$ cat src/rtl/sertx_pkg.sv
package sertx_pkg;

  localparam int CHAR_W = 8;

  typedef enum logic [2:0] {
    S_IDLE,
    S_START,
    S_DATA,
    S_PAR,
    S_STOP
  } txst_e;

  // Mask keeping the low (5 + code) bits of a character.
  function automatic logic [CHAR_W-1:0] len_mask(input logic [1:0] code);
    return 8'hFF >> (2'd3 - code);
  endfunction

endpackage

$ cat src/rtl/sertx_pace.sv
module sertx_pace #(
  parameter int CNT_W = 8,
  parameter int MUL1  = 2,
  parameter int MUL2  = 16,
  parameter int MUL3  = 64
) (
  input  logic             clk,
  input  logic             rst,
  input  logic [1:0]       rate_code,
  input  logic [1:0]       stop_code,
  output logic [CNT_W-1:0] bit_ticks,
  output logic [CNT_W-1:0] stop_ticks
);

  localparam logic [CNT_W-1:0] M0 = CNT_W'(1);
  localparam logic [CNT_W-1:0] M1 = CNT_W'(MUL1);
  localparam logic [CNT_W-1:0] M2 = CNT_W'(MUL2);
  localparam logic [CNT_W-1:0] M3 = CNT_W'(MUL3);

  logic [CNT_W-1:0] mult;
  logic [CNT_W-1:0] half;
  logic [CNT_W-1:0] stop_n;

  always_comb begin
    case (rate_code)
      2'd0:    mult = M0;
      2'd1:    mult = M1;
      2'd2:    mult = M2;
      default: mult = M3;
    endcase
    half = mult >> 1;
    case (stop_code)
      2'd2:    stop_n = (mult > CNT_W'(2)) ? (mult + half) : mult;
      2'd3:    stop_n = mult << 1;
      default: stop_n = mult;
    endcase
  end

  always_ff @(posedge clk) begin
    if (rst) begin
      bit_ticks  <= M0;
      stop_ticks <= M0;
    end else begin
      bit_ticks  <= mult;
      stop_ticks <= stop_n;
    end
  end

endmodule

$ cat src/rtl/sertx_hold.sv
module sertx_hold
  import sertx_pkg::*;
(
  input  logic              clk,
  input  logic              rst,
  input  logic              wr_en,
  input  logic [CHAR_W-1:0] wr_data,
  input  logic              take,
  output logic              hold_full,
  output logic [CHAR_W-1:0] hold_data,
  output logic              rdy
);

  logic              free_q;
  logic [CHAR_W-1:0] data_q;

  always_ff @(posedge clk) begin
    if (rst) begin
      free_q <= 1'b1;
      data_q <= '0;
    end else if (take) begin
      free_q <= 1'b1;
    end else if (wr_en && free_q) begin
      free_q <= 1'b0;
      data_q <= wr_data;
    end
  end

  assign hold_full = ~free_q;
  assign hold_data = data_q;
  assign rdy       = free_q;

  // A held character must not change until it is taken.
  assert_hold_stable_R2: assert property (@(posedge clk) disable iff (rst)
    (!free_q && !take) |=> $stable(data_q));

endmodule

$ cat src/rtl/sertx_frame.sv
module sertx_frame
  import sertx_pkg::*;
#(
  parameter int CNT_W = 8
) (
  input  logic              clk,
  input  logic              rst,
  input  logic              tick,
  input  logic              go_ok,
  input  logic              hold_full,
  input  logic [CHAR_W-1:0] hold_data,
  input  logic [1:0]        len_code,
  input  logic              par_en,
  input  logic              par_odd,
  input  logic [CNT_W-1:0]  bit_ticks,
  input  logic [CNT_W-1:0]  stop_ticks,
  output logic              take,
  output logic              busy,
  output logic              line_bit
);

  txst_e             st_q;
  logic [CNT_W-1:0]  cnt_q;
  logic [CHAR_W-1:0] sh_q;
  logic [2:0]        nbit_q;
  logic              par_q;

  logic [CNT_W-1:0]  phase_len;
  logic              phase_end;
  logic              char_par;

  always_comb begin
    phase_len = (st_q == S_STOP) ? stop_ticks : bit_ticks;
    phase_end = tick && (cnt_q == phase_len - CNT_W'(1));
    take      = go_ok && hold_full && tick &&
                ((st_q == S_IDLE) || ((st_q == S_STOP) && phase_end));
    char_par  = (^(hold_data & len_mask(len_code))) ^ par_odd;
  end

  always_ff @(posedge clk) begin
    if (rst) begin
      st_q   <= S_IDLE;
      cnt_q  <= '0;
      sh_q   <= '0;
      nbit_q <= '0;
      par_q  <= 1'b0;
    end else if (take) begin
      st_q   <= S_START;
      cnt_q  <= '0;
      sh_q   <= hold_data;
      nbit_q <= 3'(len_code) + 3'd4;
      par_q  <= char_par;
    end else if (tick && (st_q != S_IDLE)) begin
      if (phase_end) begin
        cnt_q <= '0;
        case (st_q)
          S_START: st_q <= S_DATA;
          S_DATA: begin
            sh_q <= sh_q >> 1;
            if (nbit_q == 3'd0) st_q <= par_en ? S_PAR : S_STOP;
            else                nbit_q <= nbit_q - 3'd1;
          end
          S_PAR:   st_q <= S_STOP;
          default: st_q <= S_IDLE;
        endcase
      end else begin
        cnt_q <= cnt_q + CNT_W'(1);
      end
    end
  end

  always_comb begin
    case (st_q)
      S_START: line_bit = 1'b0;
      S_DATA:  line_bit = sh_q[0];
      S_PAR:   line_bit = par_q;
      default: line_bit = 1'b1;
    endcase
  end

  assign busy = (st_q != S_IDLE);

  // An idle shifter stays idle while the gating conditions are not met.
  assert_gate_idle_R7: assert property (@(posedge clk) disable iff (rst)
    (st_q == S_IDLE && !go_ok) |=> (st_q == S_IDLE));

  // Leaving idle always enters the start bit first.
  assert_start_first_R3: assert property (@(posedge clk) disable iff (rst)
    (st_q != S_IDLE && $past(st_q) == S_IDLE) |-> (st_q == S_START));

endmodule

$ cat src/rtl/sertx_core.sv
module sertx_core #(
  parameter int CNT_W = 8,
  parameter int MUL1  = 2,
  parameter int MUL2  = 16,
  parameter int MUL3  = 64
) (
  input  logic       clk,
  input  logic       rst,
  input  logic       clk_en,
  input  logic       tx_en,
  input  logic       cts_n,
  input  logic       send_break,
  input  logic [1:0] len_code,
  input  logic       par_en,
  input  logic       par_odd,
  input  logic [1:0] stop_code,
  input  logic [1:0] rate_code,
  input  logic       wr_en,
  input  logic [7:0] wr_data,
  output logic       txd,
  output logic       tx_rdy,
  output logic       tx_empty
);

  logic [CNT_W-1:0] bit_ticks;
  logic [CNT_W-1:0] stop_ticks;
  logic             take;
  logic             hold_full;
  logic [7:0]       hold_data;
  logic             busy;
  logic             line_bit;
  logic             go_ok;
  logic             txd_q;
  logic             empty_q;

  assign go_ok = tx_en && !cts_n && !send_break;

  sertx_pace #(
    .CNT_W (CNT_W),
    .MUL1  (MUL1),
    .MUL2  (MUL2),
    .MUL3  (MUL3)
  ) u_pace (
    .clk        (clk),
    .rst        (rst),
    .rate_code  (rate_code),
    .stop_code  (stop_code),
    .bit_ticks  (bit_ticks),
    .stop_ticks (stop_ticks)
  );

  sertx_hold u_hold (
    .clk       (clk),
    .rst       (rst),
    .wr_en     (wr_en),
    .wr_data   (wr_data),
    .take      (take),
    .hold_full (hold_full),
    .hold_data (hold_data),
    .rdy       (tx_rdy)
  );

  sertx_frame #(
    .CNT_W (CNT_W)
  ) u_frame (
    .clk        (clk),
    .rst        (rst),
    .tick       (clk_en),
    .go_ok      (go_ok),
    .hold_full  (hold_full),
    .hold_data  (hold_data),
    .len_code   (len_code),
    .par_en     (par_en),
    .par_odd    (par_odd),
    .bit_ticks  (bit_ticks),
    .stop_ticks (stop_ticks),
    .take       (take),
    .busy       (busy),
    .line_bit   (line_bit)
  );

  always_ff @(posedge clk) begin
    if (rst) begin
      txd_q   <= 1'b1;
      empty_q <= 1'b1;
    end else begin
      txd_q   <= send_break ? 1'b0 : line_bit;
      empty_q <= !busy && !send_break;
    end
  end

  assign txd      = txd_q;
  assign tx_empty = empty_q;

  assert_break_low_R10: assert property (@(posedge clk) disable iff (rst)
    send_break |=> !txd);

  assert_empty_marks_R9: assert property (@(posedge clk) disable iff (rst)
    tx_empty |-> txd);

endmodule

$ cat config.mk
export PLATFORM = sky130hd
export DESIGN_NAME = sertx_core
export DESIGN_NICKNAME = d
export VERILOG_FILES = /design/src/rtl/sertx_pkg.sv /design/src/rtl/sertx_pace.sv /design/src/rtl/sertx_hold.sv /design/src/rtl/sertx_frame.sv /design/src/rtl/sertx_core.sv
export SDC_FILE = /design/constraint.sdc
export NUM_CORES = 1
export LEC_CHECK = 0
export BUFFER_PORTS_ARGS = -buffer_cell sky130_fd_sc_hd__buf_2
export CORE_AREA = 2 2 66 68
export CTS_BUF_LIST = sky130_fd_sc_hd__clkbuf_4 sky130_fd_sc_hd__clkbuf_8
export DETAILED_ROUTE_END_ITERATION = 10
export DIE_AREA = 0 0 68 70
export PLACE_DENSITY = 0.82
export SETUP_SLACK_MARGIN = 0.3
export SLEW_MARGIN = 20
export SYNTH_ARGS = -nofsm -noshare
export SYNTH_HDL_FRONTEND = slang
export SYNTH_SLANG_ARGS = --single-unit
$ cat constraint.sdc
create_clock -name clk -period 4 [get_ports clk]
set_clock_uncertainty 0.15 [all_clocks]
set_input_delay 0.2 -clock clk [delete_from_list [all_inputs] [get_ports clk]]
set_output_delay 0.2 -clock clk [all_outputs]
set_load 0.01 [all_outputs]
Word-level counts from Yosys, hierarchy flattened
Cells that the tools add are included.
{"block": "classes", "add_sub_neg": 6, "magnitude_cmp": 1, "eq_ne": 12, "n_shift": 1, "n_mux": 22, "bitwise": 4, "n_reduce_logical": 28}
{"cell": "$mux 8", "n": 7}
{"cell": "$mux 3", "n": 7}
{"cell": "$pmux 7 s3", "n": 1}
{"cell": "$pmux 8 s2", "n": 1}
{"cell": "$logic_and 1x1->1", "n": 10}
{"cell": "$pmux 3 s3", "n": 1}
{"cell": "$reduce_and 3->1", "n": 3}
{"cell": "$add 7x6->8", "n": 1}
{"cell": "$add 8x1->8 const B", "n": 1}
{"cell": "$and 8x8->8", "n": 1}
{"cell": "$eq 8x8->1", "n": 1}
{"cell": "$reduce_xor 8->1", "n": 1}
{"cell": "$shr 8x2->8 const A", "n": 1}
{"cell": "$sub 8x1->8 const B", "n": 1}
{"cell": "$gt 7x2->1 const B", "n": 1}
{"cell": "$eq 2x2->1 const B", "n": 3}
{"cell": "$eq 3x2->1 const B", "n": 2}
{"cell": "$logic_not 3->1", "n": 2}
{"cell": "$reduce_bool 2->1", "n": 3}
{"cell": "$mux 1", "n": 4}
{"cell": "$reduce_and 4->1", "n": 1}
{"cell": "$add 2x3->3 const B", "n": 1}
{"cell": "$eq 3x1->1 const B", "n": 1}
{"cell": "$eq 3x3->1 const B", "n": 1}
{"cell": "other kinds (15)", "n": 18}
{"block": "word_totals", "regBits": 50, "in_bits": 23, "out_inout_bits": 3, "elab_cells": 86}

Depth between registers and ports, before layout
{"block": "logic_depth", "word_depth": 10, "depth_mapped": 14}

By module
A second synthesis with hierarchy kept.
{"block": "hier_totals", "hier_cells": 279, "hier_area_um2": 2605.0}
{"mod": "sertx_frame", "instances": 1, "cells_each": 197, "area_each_um2": 1714.1, "seq_area_each_um2": 460.4}
{"mod": "sertx_pace", "instances": 1, "cells_each": 37, "area_each_um2": 427.9, "seq_area_each_um2": 240.2}
{"mod": "sertx_hold", "instances": 1, "cells_each": 39, "area_each_um2": 396.6, "seq_area_each_um2": 180.2}
{"mod": "sertx_core", "instances": 1, "cells_each": 6, "area_each_um2": 66.3, "seq_area_each_um2": 40.0}

Worst setup path before layout
Ideal clock, no wire load.
{"block": "synth_path", "path_type": "reg2reg", "from": "reg u_frame.st_q[2]", "to": "reg u_frame.st_q[0]", "setup_time_ps": 74, "t_arrival_ps": 3146, "setup_slack_ps": 630, "stages_incl_launch_ff": 14, "synth_period_minus_slack_ps": 3370, "path_cell_list": "dfxtp_1 > nor3b_1 > buf_4 > mux2i_1 > ha_1 > xnor2_1 > o211ai_1 > a211oi_1 > nand4_1 > a2111o_1 > or3_1 > buf_4 > or3_1 > a31oi_1"}
{"block": "synth_between", "elab_chain_cells": 10}
{"item": "start, declared", "line_no": "sertx_frame.sv:22", "rtl": "txst_e st_q;"}
{"item": "start signal, assigned", "line_no": "sertx_frame.sv:60", "rtl": "if (nbit_q == 3'd0) st_q <= par_en ? S_PAR : S_STOP;"}
{"item": "$eq 3x3->1", "line_no": "sertx_frame.sv:33, sertx_frame.sv:36"}
{"item": "$mux 8", "line_no": "sertx_frame.sv:33", "rtl": "phase_len = (st_q == S_STOP) ? stop_ticks : bit_ticks;"}
{"item": "$sub 8x1->8", "line_no": "sertx_frame.sv:34", "rtl": "phase_end = tick && (cnt_q == phase_len - CNT_W'(1));"}
{"item": "$eq 8x8->1", "line_no": "sertx_frame.sv:34"}
{"item": "$logic_and 1x1->1", "line_no": "sertx_frame.sv:34"}
{"item": "$logic_and 1x1->1", "line_no": "sertx_frame.sv:36", "rtl": "((st_q == S_IDLE) || ((st_q == S_STOP) && phase_end));"}
{"item": "$logic_or 1x1->1", "line_no": "sertx_frame.sv:36"}
{"item": "$logic_and 1x1->1", "line_no": "sertx_frame.sv:35", "rtl": "take = go_ok && hold_full && tick &&"}
{"item": "$ne 3x2->1 (no source line) or $reduce_bool 2->1 (tied branches)"}
{"item": "$reduce_and 3->1 (no source line)"}
Parallel ways exist; a longest one is shown, timed or not. The select of a mux whose other input is x is not followed.
A chain may end at the register's enable or synchronous reset.

Worst setup path in the final report
Same ends and word-level chain as after synthesis.

==> metrics.txt <==
top cells by area, synth dfxtp_1 40%, xnor2_1 6.0%, mux2i_1 4.7%; Placement Rows 24; kind of critical path reg2reg; H-tree level count 2; Post-synth EDFFs 0; delay-heaviest family, CP simple AND/OR/NAND/NOR gates; Setup WS post-layout 0.526 ns; RR Endpoint u_frame.st_q[0]$_SDFFE_PP0P_; Fin. Hold Viols 0; Setup crit end kind flop; Seq/Total Area, Yosys 39.7%; Remaining DRCs 0; cell count after synthesis 270; Synthesis Warnings 0; met1 Resource Use GR 29.7%; Yosys top cell area share 39.7%; crit path DAT 3.56 ns; reg-to-reg startpoint u_frame.st_q[2]$_SDFFE_PP0P_; vias in the first global route 2000; Area growth syn-to-layout 17.6%; status finished clean; Synthesized Nets 297; max-slew violation count 0; FF-to-FF path depth 11; Initial Utilization 56.0%; setup_tns 0 ns; clock period minus worst slack 3.47 ns; Tcrit/Tclk final 86.9%; Leak 1.06 nW; top cell type by total area after synthesis dfxtp_1; Vias 2035; min-delay src wr_data[6]; fin nets 327; Routability Congestion 0.836; Synth Flop Type dfxtp_1; max cap viols 0; most frequent cells in the layout 46 x dfxtp_1, 28 x nand2_1, 25 x buf_2; relative slew slack 64.4%; WHS Endpoint u_hold.hold_data[6]$_SDFFE_PP0P_; slowest CP cell or3_4; Critical Path Source Type flop; slowest stage delay, CP 0.46 ns; Reg2Reg Setup Slack 0.53 ns; Die Span X 68 um; DRT antenna net count 0; Post-Synthesis Cell Area 2320 um^2; hold path depth 3; I/O Buffers 25; Max Freq 288 MHz; DR pass1 iterations 5; average wire per standard cell 14.7 um; met3 usage 5.15%; worst min-delay path category in2reg; crit path buf inv count 0; Root Buffer clkbuf_8; clk_lat worst skew 0.30 ns; DP HPWL 3.61 mm; initial antenna violation count 0; Post-CTS Setup Bufs 0; CTS tree built; Yosys cell types 47; synthesized area per cell 8.60 um^2; Num Clock Sinks 46; Clock transition at path regs 0.09 ns; CP cell instances nor3b_4 > mux2i_1 > ha_1 > xnor2_1 > o211ai_1 > a211oi_1 > nand4_1 > a2111o_1 > or3_4 > or3_1 > a31oi_1; die area 4760 um^2; Starting DRT DRC Count 161; share of cells above drive strength 1 15.3%; Max FO, Critical Path 9; Power Dens Cells 366 nW/um^2; gr usage total 24.5%; total routed wirelength 5.17 mm; maximum clock path buffer count 2; RSZ-0062 raised after global routing no; Ports 26; total gr overflow 0; M2 GR Usage 41.6%; largest net degree at the start of global routing 28; commonest non-fill, non-tap cell in the layout dfxtp_1; Yosys reg bits 46; worst slack at placement 0.313 ns; worst path required time 4.08 ns; Post-synth ARST share 0%; Most Crowded Layer GR met2; Final setup viols 0; maximum VDD drop 250 uV; Worst-Margin Slew 0.529 ns; Avg Vias per Cell 5.76; ANT cells 0; first-pass GRT wire length 9.02 mm; die outline height 70 um; TritonCTS Buffers 5; core footprint 4140 um^2
[worst max-delay path by stage]
stage / to / startpoint / slack [ns] / cells after the start
after floorplan: u_frame.st_q[0]$_SDFFE_PP0P_ / u_frame.st_q[2]$_SDFFE_PP0P_ / 0.63 / 13
after global routing: u_frame.st_q[0]$_SDFFE_PP0P_ / u_frame.st_q[2]$_SDFFE_PP0P_ / 0.29 / 11
after global placement: u_frame.st_q[0]$_SDFFE_PP0P_ / u_frame.st_q[2]$_SDFFE_PP0P_ / 0.43 / 11
after CTS: u_frame.st_q[0]$_SDFFE_PP0P_ / u_frame.st_q[1]$_SDFFE_PP0P_ / 0.43 / 11
after detailed placement: u_frame.st_q[0]$_SDFFE_PP0P_ / u_frame.st_q[1]$_SDFFE_PP0P_ / 0.31 / 11
final: u_frame.st_q[0]$_SDFFE_PP0P_ / u_frame.st_q[2]$_SDFFE_PP0P_ / 0.53 / 11
[per-stage QoR]
step	area, um^2	util [%]	hold slack [ns]	power, mW	cells
detailed placement	2490	60.1	0.264	0.582	338
floorplan	2320	-	0.129	0.553	270
finish	2730	65.9	0.0104	1.00	353
global placement	2490	60.1	0.259	0.580	338
CTS	2710	65.3	0.00132	1.01	353
global route	2730	65.9	0.0257	1.04	353
[cell type report]
cell class	count	area, um^2
inverter	9	33.8
tap	52	65.1
clock inverter	2	60.1
fill	344	1410
clock buffer	6	82.6
sequential	46	921
timing repair buffer	37	233
multi-input combinational	201	1340
[power breakdown]
part	internal, mW	switching, mW
logic	0.0462	0.0489
registers	0.471	0.0122
clock network	0.266	0.156
[synthesized netlist by cell type (2+ instances only)]
| cell type | instances |
|---|---|
| nor4bb_1 | 5 |
| nor3b_1 | 4 |
| mux2i_1 | 11 |
| dfxtp_1 | 46 |
| o21a_1 | 2 |
| o21ai_0 | 10 |
| xor2_1 | 8 |
| a21oi_1 | 16 |
| inv_1 | 9 |
| or3_1 | 3 |
| nand2_1 | 28 |
| nand3_1 | 15 |
| clkbuf_1 | 10 |
| o31ai_1 | 2 |
| and3_1 | 3 |
| ha_1 | 4 |
| nor4_1 | 2 |
| a31oi_1 | 2 |
| a211oi_1 | 8 |
| nor2b_1 | 7 |
| nand3b_1 | 5 |
| xnor2_1 | 16 |
| nor3_1 | 4 |
| nor2_1 | 19 |
| nand4_1 | 5 |
| buf_4 | 2 |
| a21o_1 | 4 |
[metal layers]
| layer | routed length (um) | vias to the layer above |
|---|---|---|
| li1 | - | 1012 |
| met1 | 2120 | 951 |
| met2 | 2680 | 57 |
| met3 | 230 | 15 |
| met4 | 145 | 0 |
| met5 | 0 | - |
[state kept, by name, summed over array words and instances (netlist names)]
| signal | cells |
|---|---|
| tx_empty | 1 |
| u_pace.stop_ticks | 8 |
| u_frame.sh_q | 8 |
| u_frame.cnt_q | 8 |
| txd | 1 |
| u_hold.hold_data | 8 |
| u_pace.bit_ticks | 4 |
| u_frame.par_q | 1 |
| u_hold.rdy | 1 |
| u_frame.nbit_q | 3 |
| u_frame.st_q | 3 |
[what timing repair did]
action	CTS	global route
endpoints found under the setup margin	1	16
hold buffers	7	0
resized for setup	1	4
endpoints found under the hold margin	8	0
[tightest hold or removal path, cell delays in order]
cell	delay, ns
buf_2	0.09
nand3_1	0.07
a21oi_1	0.05
[kinds of logic after synthesis]
| group | synth area share (%) |
|---|---|
| simple gates | 25.1 |
| compound gates | 14.3 |
| flops | 39.7 |
| xor+xnor | 9.05 |
| buf+inv | 4.09 |
| mux | 5.71 |
| fa+ha+maj | 2.16 |
Note: power is estimated with default switching activity, not from simulation.
